### src/rtl/pwm_quad_pkg.sv
// Package: shared widths, register offsets and control field type for the
// four-channel modulator. Assumes exactly four channels in two pairs.
package pwm_quad_pkg;
    localparam int NCH      = 4;
    localparam int NPAIR    = NCH / 2;
    localparam int PRE_W    = 8;
    localparam int SEL_W    = 3;
    localparam int SEL_STEP = 4;
    localparam int CNT_W    = 16;
    localparam int ADDR_W   = 8;
    localparam int DATA_W   = 32;
    localparam int DIV_W    = 4;
    localparam int CH_STRIDE = 12;

    localparam logic [ADDR_W-1:0] A_PRE  = 8'h00;
    localparam logic [ADDR_W-1:0] A_SEL  = 8'h04;
    localparam logic [ADDR_W-1:0] A_CTL  = 8'h08;
    localparam logic [ADDR_W-1:0] A_PER0 = 8'h0C;
    localparam logic [ADDR_W-1:0] A_IEN  = 8'h3C;
    localparam logic [ADDR_W-1:0] A_IST  = 8'h40;

    typedef struct packed {
        logic cont;
        logic inv;
        logic en;
    } chan_ctl_t;

    // Bit position of a channel's control field (fields are not evenly spaced)
    function automatic int ctl_lsb(input int ch);
        return (ch == 0) ? 0 : (4 + 4 * ch);
    endfunction

    function automatic logic [ADDR_W-1:0] per_addr(input int ch);
        return A_PER0 + ADDR_W'(CH_STRIDE * ch);
    endfunction

    function automatic logic [ADDR_W-1:0] cmp_addr(input int ch);
        return per_addr(ch) + ADDR_W'(4);
    endfunction
endpackage

### src/rtl/pwm_quad_regs.sv
// Register file: holds all configuration, the per-channel status flags and
// the interrupt mask, and serves the read mux. Assumes single-cycle writes.
module pwm_quad_regs
    import pwm_quad_pkg::*;
(
    input  logic                             clk,
    input  logic                             rst_n,
    input  logic                             bus_we,
    input  logic [ADDR_W-1:0]                bus_addr,
    input  logic [DATA_W-1:0]                bus_wdata,
    output logic [DATA_W-1:0]                bus_rdata,
    input  logic [NCH-1:0]                   roll,
    output logic [NPAIR-1:0][PRE_W-1:0]      pre_f,
    output logic [NCH-1:0][SEL_W-1:0]        sel_f,
    output chan_ctl_t [NCH-1:0]              ctl_f,
    output logic [NCH-1:0][CNT_W-1:0]        per_f,
    output logic [NCH-1:0][CNT_W-1:0]        cmp_f,
    output logic [NCH-1:0]                   irq_flag,
    output logic [NCH-1:0]                   irq_en
);
    logic sig_unused;
    assign sig_unused = ^bus_wdata;

    // Configuration registers: captured on a matching write
    always_ff @(posedge clk) begin
        if (!rst_n) begin
            pre_f  <= '0;
            sel_f  <= '0;
            ctl_f  <= '0;
            per_f  <= '0;
            cmp_f  <= '0;
            irq_en <= '0;
        end else if (bus_we) begin
            if (bus_addr == A_PRE)
                for (int p = 0; p < NPAIR; p++)
                    pre_f[p] <= bus_wdata[p*PRE_W +: PRE_W];
            if (bus_addr == A_SEL)
                for (int i = 0; i < NCH; i++)
                    sel_f[i] <= bus_wdata[SEL_STEP*i +: SEL_W];
            if (bus_addr == A_CTL)
                for (int i = 0; i < NCH; i++) begin
                    ctl_f[i].en   <= bus_wdata[ctl_lsb(i)];
                    ctl_f[i].inv  <= bus_wdata[ctl_lsb(i) + 2];
                    ctl_f[i].cont <= bus_wdata[ctl_lsb(i) + 3];
                end
            if (bus_addr == A_IEN)
                irq_en <= bus_wdata[NCH-1:0];
            for (int i = 0; i < NCH; i++) begin
                if (bus_addr == per_addr(i)) per_f[i] <= bus_wdata[CNT_W-1:0];
                if (bus_addr == cmp_addr(i)) cmp_f[i] <= bus_wdata[CNT_W-1:0];
            end
        end
    end

    // Status flags: set on period end (wins), cleared by writing one
    always_ff @(posedge clk) begin
        if (!rst_n) begin
            irq_flag <= '0;
        end else begin
            for (int i = 0; i < NCH; i++) begin
                if (roll[i])
                    irq_flag[i] <= 1'b1;
                else if (bus_we && bus_addr == A_IST && bus_wdata[i])
                    irq_flag[i] <= 1'b0;
            end
        end
    end

    // Read mux: unmapped addresses and unused bits return zero
    always_comb begin
        bus_rdata = '0;
        case (bus_addr)
            A_PRE: for (int p = 0; p < NPAIR; p++) bus_rdata[p*PRE_W +: PRE_W] = pre_f[p];
            A_SEL: for (int i = 0; i < NCH; i++) bus_rdata[SEL_STEP*i +: SEL_W] = sel_f[i];
            A_CTL: for (int i = 0; i < NCH; i++) begin
                       bus_rdata[ctl_lsb(i)]     = ctl_f[i].en;
                       bus_rdata[ctl_lsb(i) + 2] = ctl_f[i].inv;
                       bus_rdata[ctl_lsb(i) + 3] = ctl_f[i].cont;
                   end
            A_IEN: bus_rdata[NCH-1:0] = irq_en;
            A_IST: bus_rdata[NCH-1:0] = irq_flag;
            default: ;
        endcase
        for (int i = 0; i < NCH; i++) begin
            if (bus_addr == per_addr(i)) bus_rdata[CNT_W-1:0] = per_f[i];
            if (bus_addr == cmp_addr(i)) bus_rdata[CNT_W-1:0] = cmp_f[i];
        end
    end

    generate
        for (genvar g = 0; g < NCH; g++) begin : g_flag_chk
            // a period end always leaves the flag set
            p_flag_set_r11: assert property (@(posedge clk) disable iff (!rst_n)
                roll[g] |=> irq_flag[g]);
            // a clearing write with no period end drops the flag
            p_flag_clear_r11: assert property (@(posedge clk) disable iff (!rst_n)
                (bus_we && bus_addr == A_IST && bus_wdata[g] && !roll[g]) |=> !irq_flag[g]);
        end
    endgenerate
endmodule

### src/rtl/pwm_quad_presc.sv
// Prescaler shared by one channel pair: pulses tick once every field+1
// clocks. Free running; a lowered field takes effect within one wrap.
module pwm_quad_presc #(
    parameter int W = 8
) (
    input  logic         clk,
    input  logic         rst_n,
    input  logic [W-1:0] field,
    output logic         tick
);
    logic [W-1:0] cnt;

    assign tick = (cnt >= field);

    // Count up and wrap at the programmed field value
    always_ff @(posedge clk) begin
        if (!rst_n)    cnt <= '0;
        else if (tick) cnt <= '0;
        else           cnt <= cnt + W'(1);
    end
endmodule

### src/rtl/pwm_quad_chan.sv
// One channel: power-of-two selector on the pair tick, period counter with
// shadowed period/compare, one-shot or continuous run, invert and a
// registered output. Assumes pre_tick is a single-cycle pulse.
module pwm_quad_chan
    import pwm_quad_pkg::*;
(
    input  logic             clk,
    input  logic             rst_n,
    input  logic             pre_tick,
    input  logic [SEL_W-1:0] sel_code,
    input  chan_ctl_t        ctl,
    input  logic [CNT_W-1:0] per_sh,
    input  logic [CNT_W-1:0] cmp_sh,
    output logic             pwm_q,
    output logic             roll
);
    logic [DIV_W-1:0] div_cnt;
    logic [DIV_W-1:0] div_mask;
    logic             sel_tick;
    logic [CNT_W-1:0] cnt;
    logic [CNT_W-1:0] per_a;
    logic [CNT_W-1:0] cmp_a;
    logic             done;
    logic             run;

    // Selector code to divide mask: 0..3 -> /2../16, everything else -> /1
    always_comb begin
        case (sel_code)
            3'd0:    div_mask = 4'b0001;
            3'd1:    div_mask = 4'b0011;
            3'd2:    div_mask = 4'b0111;
            3'd3:    div_mask = 4'b1111;
            default: div_mask = 4'b0000;
        endcase
    end

    assign sel_tick = pre_tick && ((div_cnt & div_mask) == div_mask);
    assign run      = ctl.en && !done && (per_a != '0);
    assign roll     = run && sel_tick && (cnt == per_a);

    // Selector divider: free-running count of prescaler ticks
    always_ff @(posedge clk) begin
        if (!rst_n)        div_cnt <= '0;
        else if (pre_tick) div_cnt <= div_cnt + DIV_W'(1);
    end

    // Period counter with shadow load when idle or at the period end
    always_ff @(posedge clk) begin
        if (!rst_n) begin
            cnt   <= '0;
            per_a <= '0;
            cmp_a <= '0;
            done  <= 1'b0;
        end else begin
            if (!ctl.en) done <= 1'b0;
            if (!run) begin
                cnt   <= '0;
                per_a <= per_sh;
                cmp_a <= cmp_sh;
            end else if (sel_tick) begin
                if (cnt == per_a) begin
                    cnt   <= '0;
                    per_a <= per_sh;
                    cmp_a <= cmp_sh;
                    if (!ctl.cont) done <= 1'b1;
                end else begin
                    cnt <= cnt + CNT_W'(1);
                end
            end
        end
    end

    // Registered pin: compare window, optionally inverted, low when stopped
    always_ff @(posedge clk) begin
        if (!rst_n) pwm_q <= 1'b0;
        else        pwm_q <= run ? ((cnt <= cmp_a) ^ ctl.inv) : 1'b0;
    end

    // a running counter never passes the active period
    p_cnt_in_range_r5: assert property (@(posedge clk) disable iff (!rst_n)
        run |-> (cnt <= per_a));
    // a stopped or disabled channel drives low on the next edge
    p_stopped_low_r7: assert property (@(posedge clk) disable iff (!rst_n)
        !run |=> !pwm_q);
    // active values only change at a period end while running
    p_hold_active_r10: assert property (@(posedge clk) disable iff (!rst_n)
        (run && !roll) |=> ($stable(per_a) && $stable(cmp_a)));
    // once the single period completes the pin goes low
    p_oneshot_end_r9: assert property (@(posedge clk) disable iff (!rst_n)
        $rose(done) |=> !pwm_q);
endmodule

### src/rtl/pwm_quad.sv
// Top: four-channel pulse-width modulator with a shared prescaler per
// channel pair and a simple register bus. Assumes a single clock domain.
module pwm_quad
    import pwm_quad_pkg::*;
(
    input  logic              clk,
    input  logic              rst_n,
    input  logic              bus_we,
    input  logic [ADDR_W-1:0] bus_addr,
    input  logic [DATA_W-1:0] bus_wdata,
    output logic [DATA_W-1:0] bus_rdata,
    output logic [NCH-1:0]    pwm_out,
    output logic              irq
);
    logic [NPAIR-1:0][PRE_W-1:0] pre_f;
    logic [NCH-1:0][SEL_W-1:0]   sel_f;
    chan_ctl_t [NCH-1:0]         ctl_f;
    logic [NCH-1:0][CNT_W-1:0]   per_f;
    logic [NCH-1:0][CNT_W-1:0]   cmp_f;
    logic [NCH-1:0]              irq_flag;
    logic [NCH-1:0]              irq_en;
    logic [NCH-1:0]              roll;
    logic [NPAIR-1:0]            pre_tick;

    pwm_quad_regs u_regs (
        .clk       (clk),
        .rst_n     (rst_n),
        .bus_we    (bus_we),
        .bus_addr  (bus_addr),
        .bus_wdata (bus_wdata),
        .bus_rdata (bus_rdata),
        .roll      (roll),
        .pre_f     (pre_f),
        .sel_f     (sel_f),
        .ctl_f     (ctl_f),
        .per_f     (per_f),
        .cmp_f     (cmp_f),
        .irq_flag  (irq_flag),
        .irq_en    (irq_en)
    );

    generate
        for (genvar p = 0; p < NPAIR; p++) begin : g_pair
            pwm_quad_presc #(.W(PRE_W)) u_presc (
                .clk   (clk),
                .rst_n (rst_n),
                .field (pre_f[p]),
                .tick  (pre_tick[p])
            );
        end
        for (genvar c = 0; c < NCH; c++) begin : g_chan
            pwm_quad_chan u_chan (
                .clk      (clk),
                .rst_n    (rst_n),
                .pre_tick (pre_tick[c/2]),
                .sel_code (sel_f[c]),
                .ctl      (ctl_f[c]),
                .per_sh   (per_f[c]),
                .cmp_sh   (cmp_f[c]),
                .pwm_q    (pwm_out[c]),
                .roll     (roll[c])
            );
        end
    endgenerate

    assign irq = |(irq_flag & irq_en);

    // out of reset no pin and no interrupt is active
    p_reset_quiet_r1: assert property (@(posedge clk)
        !rst_n |=> (pwm_out == '0 && !irq));
endmodule

### config.mk
export PLATFORM = sky130hd
export DESIGN_NAME = pwm_quad
export DESIGN_NICKNAME = d
export VERILOG_FILES = /design/src/rtl/pwm_quad_pkg.sv /design/src/rtl/pwm_quad_regs.sv /design/src/rtl/pwm_quad_presc.sv /design/src/rtl/pwm_quad_chan.sv /design/src/rtl/pwm_quad.sv
export SDC_FILE = /design/constraint.sdc
export NUM_CORES = 1
export LEC_CHECK = 0
export ABC_CLOCK_PERIOD_IN_PS = 3100
export BUFFER_PORTS_ARGS = -buffer_cell sky130_fd_sc_hd__buf_2
export CORE_UTILIZATION = 51
export DETAILED_ROUTE_END_ITERATION = 8
export GPL_TIMING_DRIVEN = 0
export PLACE_DENSITY = 0.68
export SLEW_MARGIN = 10
export SYNTH_ARGS = -nofsm -noshare
export SYNTH_HDL_FRONTEND = slang
export SYNTH_SLANG_ARGS = --single-unit
### constraint.sdc
create_clock -name clk -period 3.1 [get_ports clk]
set_input_delay 0 -clock clk [delete_from_list [all_inputs] [get_ports clk]]
set_output_delay 0 -clock clk [all_outputs]
set_load 0.02 [all_outputs]
==> impl_metrics.py, run 1 <==
metrics = {
    "worst_setup_path": {
        "path_max_fanout": 10,
        "arrival_ns": 3.38,
        "timing.rr.end": "g_chan[3].u_chan.done$_SDFF_PN0_",
        "start_kind": "flop",
        "cp.required_ns": 3.58,
        "cp-startpoint": "g_pair[1].u_presc.cnt[0]$_SDFF_PP0_",
        "r2r_slack_ns": 0.20,
        "crit_path_end": "g_chan[3].u_chan.done$_SDFF_PN0_",
        "timing.rr.start": "g_pair[1].u_presc.cnt[0]$_SDFF_PP0_",
        "reg2reg_depth": 8,
        "endpoint_kind": "flop",
        "path_class": "reg2reg",
    },
    "synthesis": {
        "synth-main-ff-cell": "dfxtp_1",
        "syn_inst": 2418,
        "ys_seq_elements": 408,
        "synthTopCellsByArea": "dfxtp_1, nand2_1, ha_1, a21oi_1, nor2_1",
        "synth.largest_area_cell": "dfxtp_1",
        "syn_area_per_cell_um2": 8.28,
        "ys_warn_count": 0,
        "synth_area_mm2": 0.0200,
        "async_reset_ff_share_pct": 0,
        "synth_top_area_share_pct": 40.8,
        "yosysSeqAreaShare_pct": 40.8,
        "ys_types": 81,
        "synth_edf_count": 0,
    },
    "cells_and_area": {
        "final_cell_mix": "dfxtp_1, nand2_1, nor2_1",
        "antenna_cells": 0,
        "layout_commonest_cell": "dfxtp_1",
        "final_cells": 3073,
        "area_delta_synth_final_pct": 12.1,
        "fin_nets": 2657,
        "fillers": 3590,
        "drive_gt1_share_pct": 8.77,
    },
    "timing": {
        "min_period_ns": 2.90,
        "finalSetupViolCount": 0,
        "tightest_slew_ns": 1.24,
        "slew_headroom_pct": 17.3,
        "setup_slack_ns": 0.203,
        "tns_ns": 0,
        "min_period_over_period_pct": 93.4,
        "rsz0062_at_grt": "false",
        "max_freq_mhz": 345,
        "slew_viol_final": 0,
        "hold_violations": 0,
        "clock_skew_ns": 0.0263,
    },
    "clock_network": {
        "clkSinkCount": 408,
        "clk-insertion-delay-late_ns": 0.59,
        "htreeDepth": 2,
        "path_clk_slew_ns": 0.06,
        "numCtsBuffers": 45,
        "clock_tree.root_cell": "clkbuf_16",
        "cts_tree": "done",
        "clock_path_buffers": 3,
    },
    "grt": {
        "grt_max_degree": 13,
        "grt_overflow": 0,
        "grt_pass1_wl_um": 104000,
        "grt_pass1_vias": 17559,
        "antenna_found_initial": 0,
        "grt.total_usage_pct": 33.7,
    },
    "power": {
        "ir_drop_uv": 381,
        "p_leak_nw": 8.51,
        "power_density_mw_per_mm2": 492,
    },
    "placed_design": {
        "place_inst": 2984,
        "pre_cts_slack_ns": 0.0395,
        "hpwl_um": 51200,
        "gp_congestion": 0.998,
        "io_buffers": 36,
    },
    "drt": {
        "wl_um": 68100,
        "wl_per_cell_um": 22.1,
        "first_pass_iters": 6,
        "drtAntennaViolNets": 0,
        "drc": 0,
        "drtIter0Drc": 1619,
        "post_drt_via_cell_ratio": 5.95,
        "vias": 18287,
    },
    "die": {
        "die_area_mm2": 0.0401,
        "io_pins": 80,
        "die_w_um": 200,
        "core-area_mm2": 0.0387,
        "die_h_um": 200,
        "rows": 72,
        "start_util_pct": 51.7,
    },
    "worst_hold_path": {
        "hp-start": "bus_wdata[3]",
        "hold_class": "in2reg",
    },
    "status": {
        "status": "completed",
    },
    "job": {
        "maxCapViolCount": 0,
    },
}
==> through the flow <==
step	util [%]	hold slack [ns]	cell area (µm²)	power [mW]
global placement	54.0	0.232	20900	5.86
global route	58.0	0.00287	22500	11.3
finish	58.0	0.0120	22500	11.1
CTS	58.0	0.0108	22500	11.1
detailed placement	54.0	0.242	20900	5.86
floorplan	-	0.144	20100	5.68
==> final cells by class <==
class | count | area, µm² | share of cell area [%]
Buffer | 169 | 858 | 3.82
Sequential cell | 408 | 8170 | 36.4
Clock buffer | 67 | 1360 | 6.06
Timing Repair Buffer | 47 | 290 | 1.29
Multi-Input combinational cell | 1758 | 10700 | 47.6
Inverter | 95 | 357 | 1.59
Tap cell | 518 | 648 | 2.89
Clock inverter | 11 | 83.8 | 0.373
==> worst min path at each step <==
stage                                               end  slack (ns)  cells after the start
after detailed placement  u_regs.ctl_f[11]$_SDFFE_PN0P_        0.24                      3
after floorplan           u_regs.ctl_f[10]$_SDFFE_PN0P_        0.14                      2
after global placement    u_regs.ctl_f[10]$_SDFFE_PN0P_        0.23                      3
final                     u_regs.per_f[35]$_SDFFE_PN0P_        0.01                      3
after global routing      u_regs.per_f[35]$_SDFFE_PN0P_       0.003                      3
after CTS                 u_regs.per_f[35]$_SDFFE_PN0P_        0.01                      3
==> routing by layer <==
metal | share of wire, % | track usage, % | vias up
met5 | 0 | 0 | -
met4 | 6.1 | 19.6 | 0
met3 | 7.7 | 5.79 | 204
met2 | 44 | 53.5 | 777
met1 | 42 | 43.1 | 8724
li1 | - | - | 8582
==> worst max-delay path: stages (launching register included) <==
cell and delay, ns:
dfxtp_1 0.38, inv_1 0.06, ha_1 0.26, nand2b_1 0.10
a31oi_1 0.15, o21ai_2 0.55, clkbuf_1 0.60, nand3_1 0.41
o31ai_1 0.29
==> sequential cells by signal (all words and copies together) (netlist names) <==
signal / flops
g_chan.u_chan.cmp_a: 64
g_chan.u_chan.cnt: 64
g_chan.u_chan.per_a: 64
u_regs.cmp_f: 64
u_regs.per_f: 64
g_chan.u_chan.div_cnt: 16
g_pair.u_presc.cnt: 16
u_regs.pre_f: 16
u_regs.ctl_f: 12
u_regs.sel_f: 12
g_chan.u_chan.done: 4
g_chan.u_chan.pwm_q: 4
u_regs.irq_en: 4
u_regs.irq_flag: 4
==> cell usage after synthesis, types with 10 or more instances <==
master    count
a21oi_1     210
a221oi_1     11
a22o_1       34
a22oi_1      14
a31oi_1      10
and3_1       26
buf_2        38
buf_4        33
clkbuf_1     84
dfxtp_1     408
ha_1         90
inv_1        95
mux2i_1      83
nand2_1     364
nand2b_1     15
nand3_1     144
nand4_1      39
nor2_1      225
nor3_1       26
nor4_1       38
o21ai_0      97
o22ai_1      14
o31ai_1      24
or3_1        13
xnor2_1      67
xor2_1       71
==> repair_timing <==
action                                 CTS  global route
setup buffers                            0             0
hold buffers                            11             0
gates resized for setup                  0             2
endpoints found under the hold margin   16             0
setup endpoints to repair                0            16
==> where the power goes <==
group	internal [mW]	switching, mW	leakage [nW]
clock	3.10	2.18	0.723
sequential	5.26	0.0210	3.29
combinational	0.119	0.374	4.50
total	8.48	2.58	8.51
==> cells by family (layout without fill, tap and decap cells) <==
logic type / after synthesis / in the layout / share of synthesized area (%)
buffers and inverters: 264 / 389 / 6.06
AO/OA/AOI/OAI: 472 / 472 / 14.4
AND/OR/NAND/NOR: 956 / 956 / 22.5
multiplexers: 89 / 89 / 4.60
other: 1 / 13 / 0.0187
adder cells (fa/ha/maj): 90 / 90 / 5.62
flip-flops: 408 / 408 / 40.8
XOR/XNOR: 138 / 138 / 6.03
(Power assumes the default switching activity.)
==> run 2, diff against run 1 <==
REMOVE_ABC_BUFFERS = 1   (was not set)
==> impl_metrics.py, run 2 (synthesis gave the netlist of run 1 again) <==
metrics = {
    "status": {
        "status": "completed",
    },
    "worst_setup_path": {
        "path_class": "in2out",
        "path_cells": "buf_2 > nor4b_4 > nor2b_1 > nand2_1 > a21oi_1 > o22ai_1 > a31oi_1 > buf_2",
        "crit_top_cell": "buf_2",
        "cp.required_ns": 3.10,
        "slowest_delay_ns": 0.75,
        "slowest_stage": "nor4b_4",
        "start_kind": "input port",
        "endpoint_kind": "primary output",
        "path_buf_inv": 2,
        "reg2reg_depth": 10,
        "timing.rr.start": "u_regs.pre_f[10]$_SDFFE_PN0P_",
        "arrival_ns": 3.06,
        "crit_cells": 8,
        "path_max_fanout": 32,
        "cp_top_family": "simple AND/OR/NAND/NOR gates",
        "cp-startpoint": "bus_addr[2]",
    },
    "cells_and_area": {
        "drive_gt1_share_pct": 8.41,
        "layout_commonest_cell": "dfxtp_1",
        "area_delta_synth_final_pct": 11.8,
        "post-route-util_pct": 57.8,
        "fin_nets": 2547,
        "fillers": 3491,
        "stdcell_area_mm2": 0.0224,
        "final_cell_mix": "dfxtp_1, nand2_1, nor2_1",
    },
    "worst_hold_path": {
        "hp-start": "bus_addr[7]",
        "hold_depth": 5,
        "hold_class": "in2reg",
    },
    "placed_design": {
        "pre_cts_slack_ns": -0.237,
        "dpl_cell_area_mm2": 0.0204,
        "gp_congestion": 0.955,
        "hpwl_um": 42900,
        "io_buffers": 53,
    },
    "die": {
        "rows": 72,
        "io_pins": 80,
        "die_h_um": 200,
        "die_w_um": 200,
        "core-area_mm2": 0.0387,
        "die_area_mm2": 0.0401,
        "start_util_pct": 51.7,
    },
    "clock_network": {
        "clock_tree.root_cell": "clkbuf_16",
        "numCtsBuffers": 45,
        "clk-insertion-delay-late_ns": 0.58,
        "cts_tree": "done",
        "path_clk_slew_ns": 0.06,
        "clkSinkCount": 408,
        "clock_path_buffers": 3,
        "htreeDepth": 2,
    },
    "drt": {
        "drtAntennaViolNets": 0,
        "drtIter0Drc": 1831,
        "first_pass_iters": 5,
        "vias": 17655,
        "wl_um": 62400,
        "post_drt_via_cell_ratio": 5.94,
        "wl_per_cell_um": 21.0,
        "drc": 0,
    },
    "timing": {
        "slew_headroom_pct": 15.4,
        "setup_slack_ns": 0.0407,
        "min_period_over_period_pct": 98.7,
        "hold_violations": 0,
        "tightest_slew_ns": 1.27,
        "clock_skew_ns": 0.0205,
        "finalSetupViolCount": 0,
        "slew_viol_final": 0,
        "tns_ns": 0,
        "min_period_ns": 3.06,
        "max_freq_mhz": 327,
    },
    "power": {
        "p_leak_nw": 8.38,
        "ir_drop_uv": 471,
        "power_density_mw_per_mm2": 503,
    },
    "grt": {
        "grt.total_usage_pct": 29.9,
        "grt_pass1_wl_um": 94300,
        "grt_max_degree": 157,
        "grt_overflow": 0,
        "grt_pass1_vias": 16559,
        "antenna_found_initial": 3,
    },
    "job": {
        "maxCapViolCount": 0,
    },
}
[run 2: changes by cell type in the layout (fill, tap and decap cells not counted), moves of 4 or more]
cell | previous run | this run
buf_8 | 0 | 4
clkbuf_2 | 6 | 0
clkbuf_1 | 92 | 10
buf_2 | 74 | 52
buf_4 | 33 | 19
buf_6 | 6 | 1
dlygate4sd3_1 | 11 | 23
diode_2 | 0 | 4
[run 2: area by class of cell]
class                      instances  area (µm²)  area share (%)
multi-input combinational       1760       10800            48.4
sequential                       408        8170            36.5
clock buffer                      66        1340            5.98
timing repair buffer             104         827            3.69
tap                              518         648            2.90
inverter                          95         364            1.63
clock inverter                    16         189           0.844
antenna                            4        10.0          0.0447
[run 2: worst register-to-register path: stages, from the launching register on]
cell	delay, ns
dfxtp_1	0.47
inv_1	0.07
ha_1	0.32
a21o_1	0.22
a31oi_4	0.38
o21a_4	0.32
o31ai_4	0.12
buf_8	0.20
buf_8	0.17
or2_2	0.43
a21oi_1	0.18
[run 2: power by group]
part           internal (mW)  switching [mW]  total (mW)
clock                   3.32            2.21        5.54
sequential              5.26          0.0210        5.28
combinational          0.109           0.334       0.443
[run 2: worst paths after layout]
path	to	slack (ns)
setup / recovery	bus_rdata[2]	0.04
setup reg to reg	g_chan[2].u_chan.cnt[12]$_SDFFE_PN0N_	0.14
hold / removal	u_regs.irq_flag[0]$_SDFFE_PN0P_	0.1
hold reg to reg	g_chan[1].u_chan.done$_SDFF_PN0_	0.46
[run 2: metrics by stage]
stage | hold slack, ns | std cells | power, mW
2_1_floorplan | 0.136 | 2261 | 5.57
3_3_place_gp | 0.243 | 2832 | 5.77
3_5_place_dp | 0.243 | 2841 | 5.79
4_1_cts | 0.0681 | 2954 | 11.3
5_1_grt | 0.150 | 2971 | 11.5
6_report | 0.0961 | 2971 | 11.3
[run 2: timing repair]
| action | in CTS | in global routing |
|---|---|---|
| buffers inserted | 7 | 12 |
| endpoints found under the setup margin | 40 | 107 |
| hold buffers | 23 | 0 |
| cloned | 1 | 1 |
| pin swaps | 3 | 2 |
| resized for setup | 3 | 13 |
| hold endpoints to repair | 192 | 0 |
[run 2: routing by layer]
metal / GRT usage [%] / wire, µm / vias up
met4: 14.0 / 2620 / 0
met2: 46.3 / 27600 / 730
met1: 40.4 / 26500 / 8402
met3: 5.24 / 5630 / 156
met5: 0 / 0 / -
li1: - / - / 8367
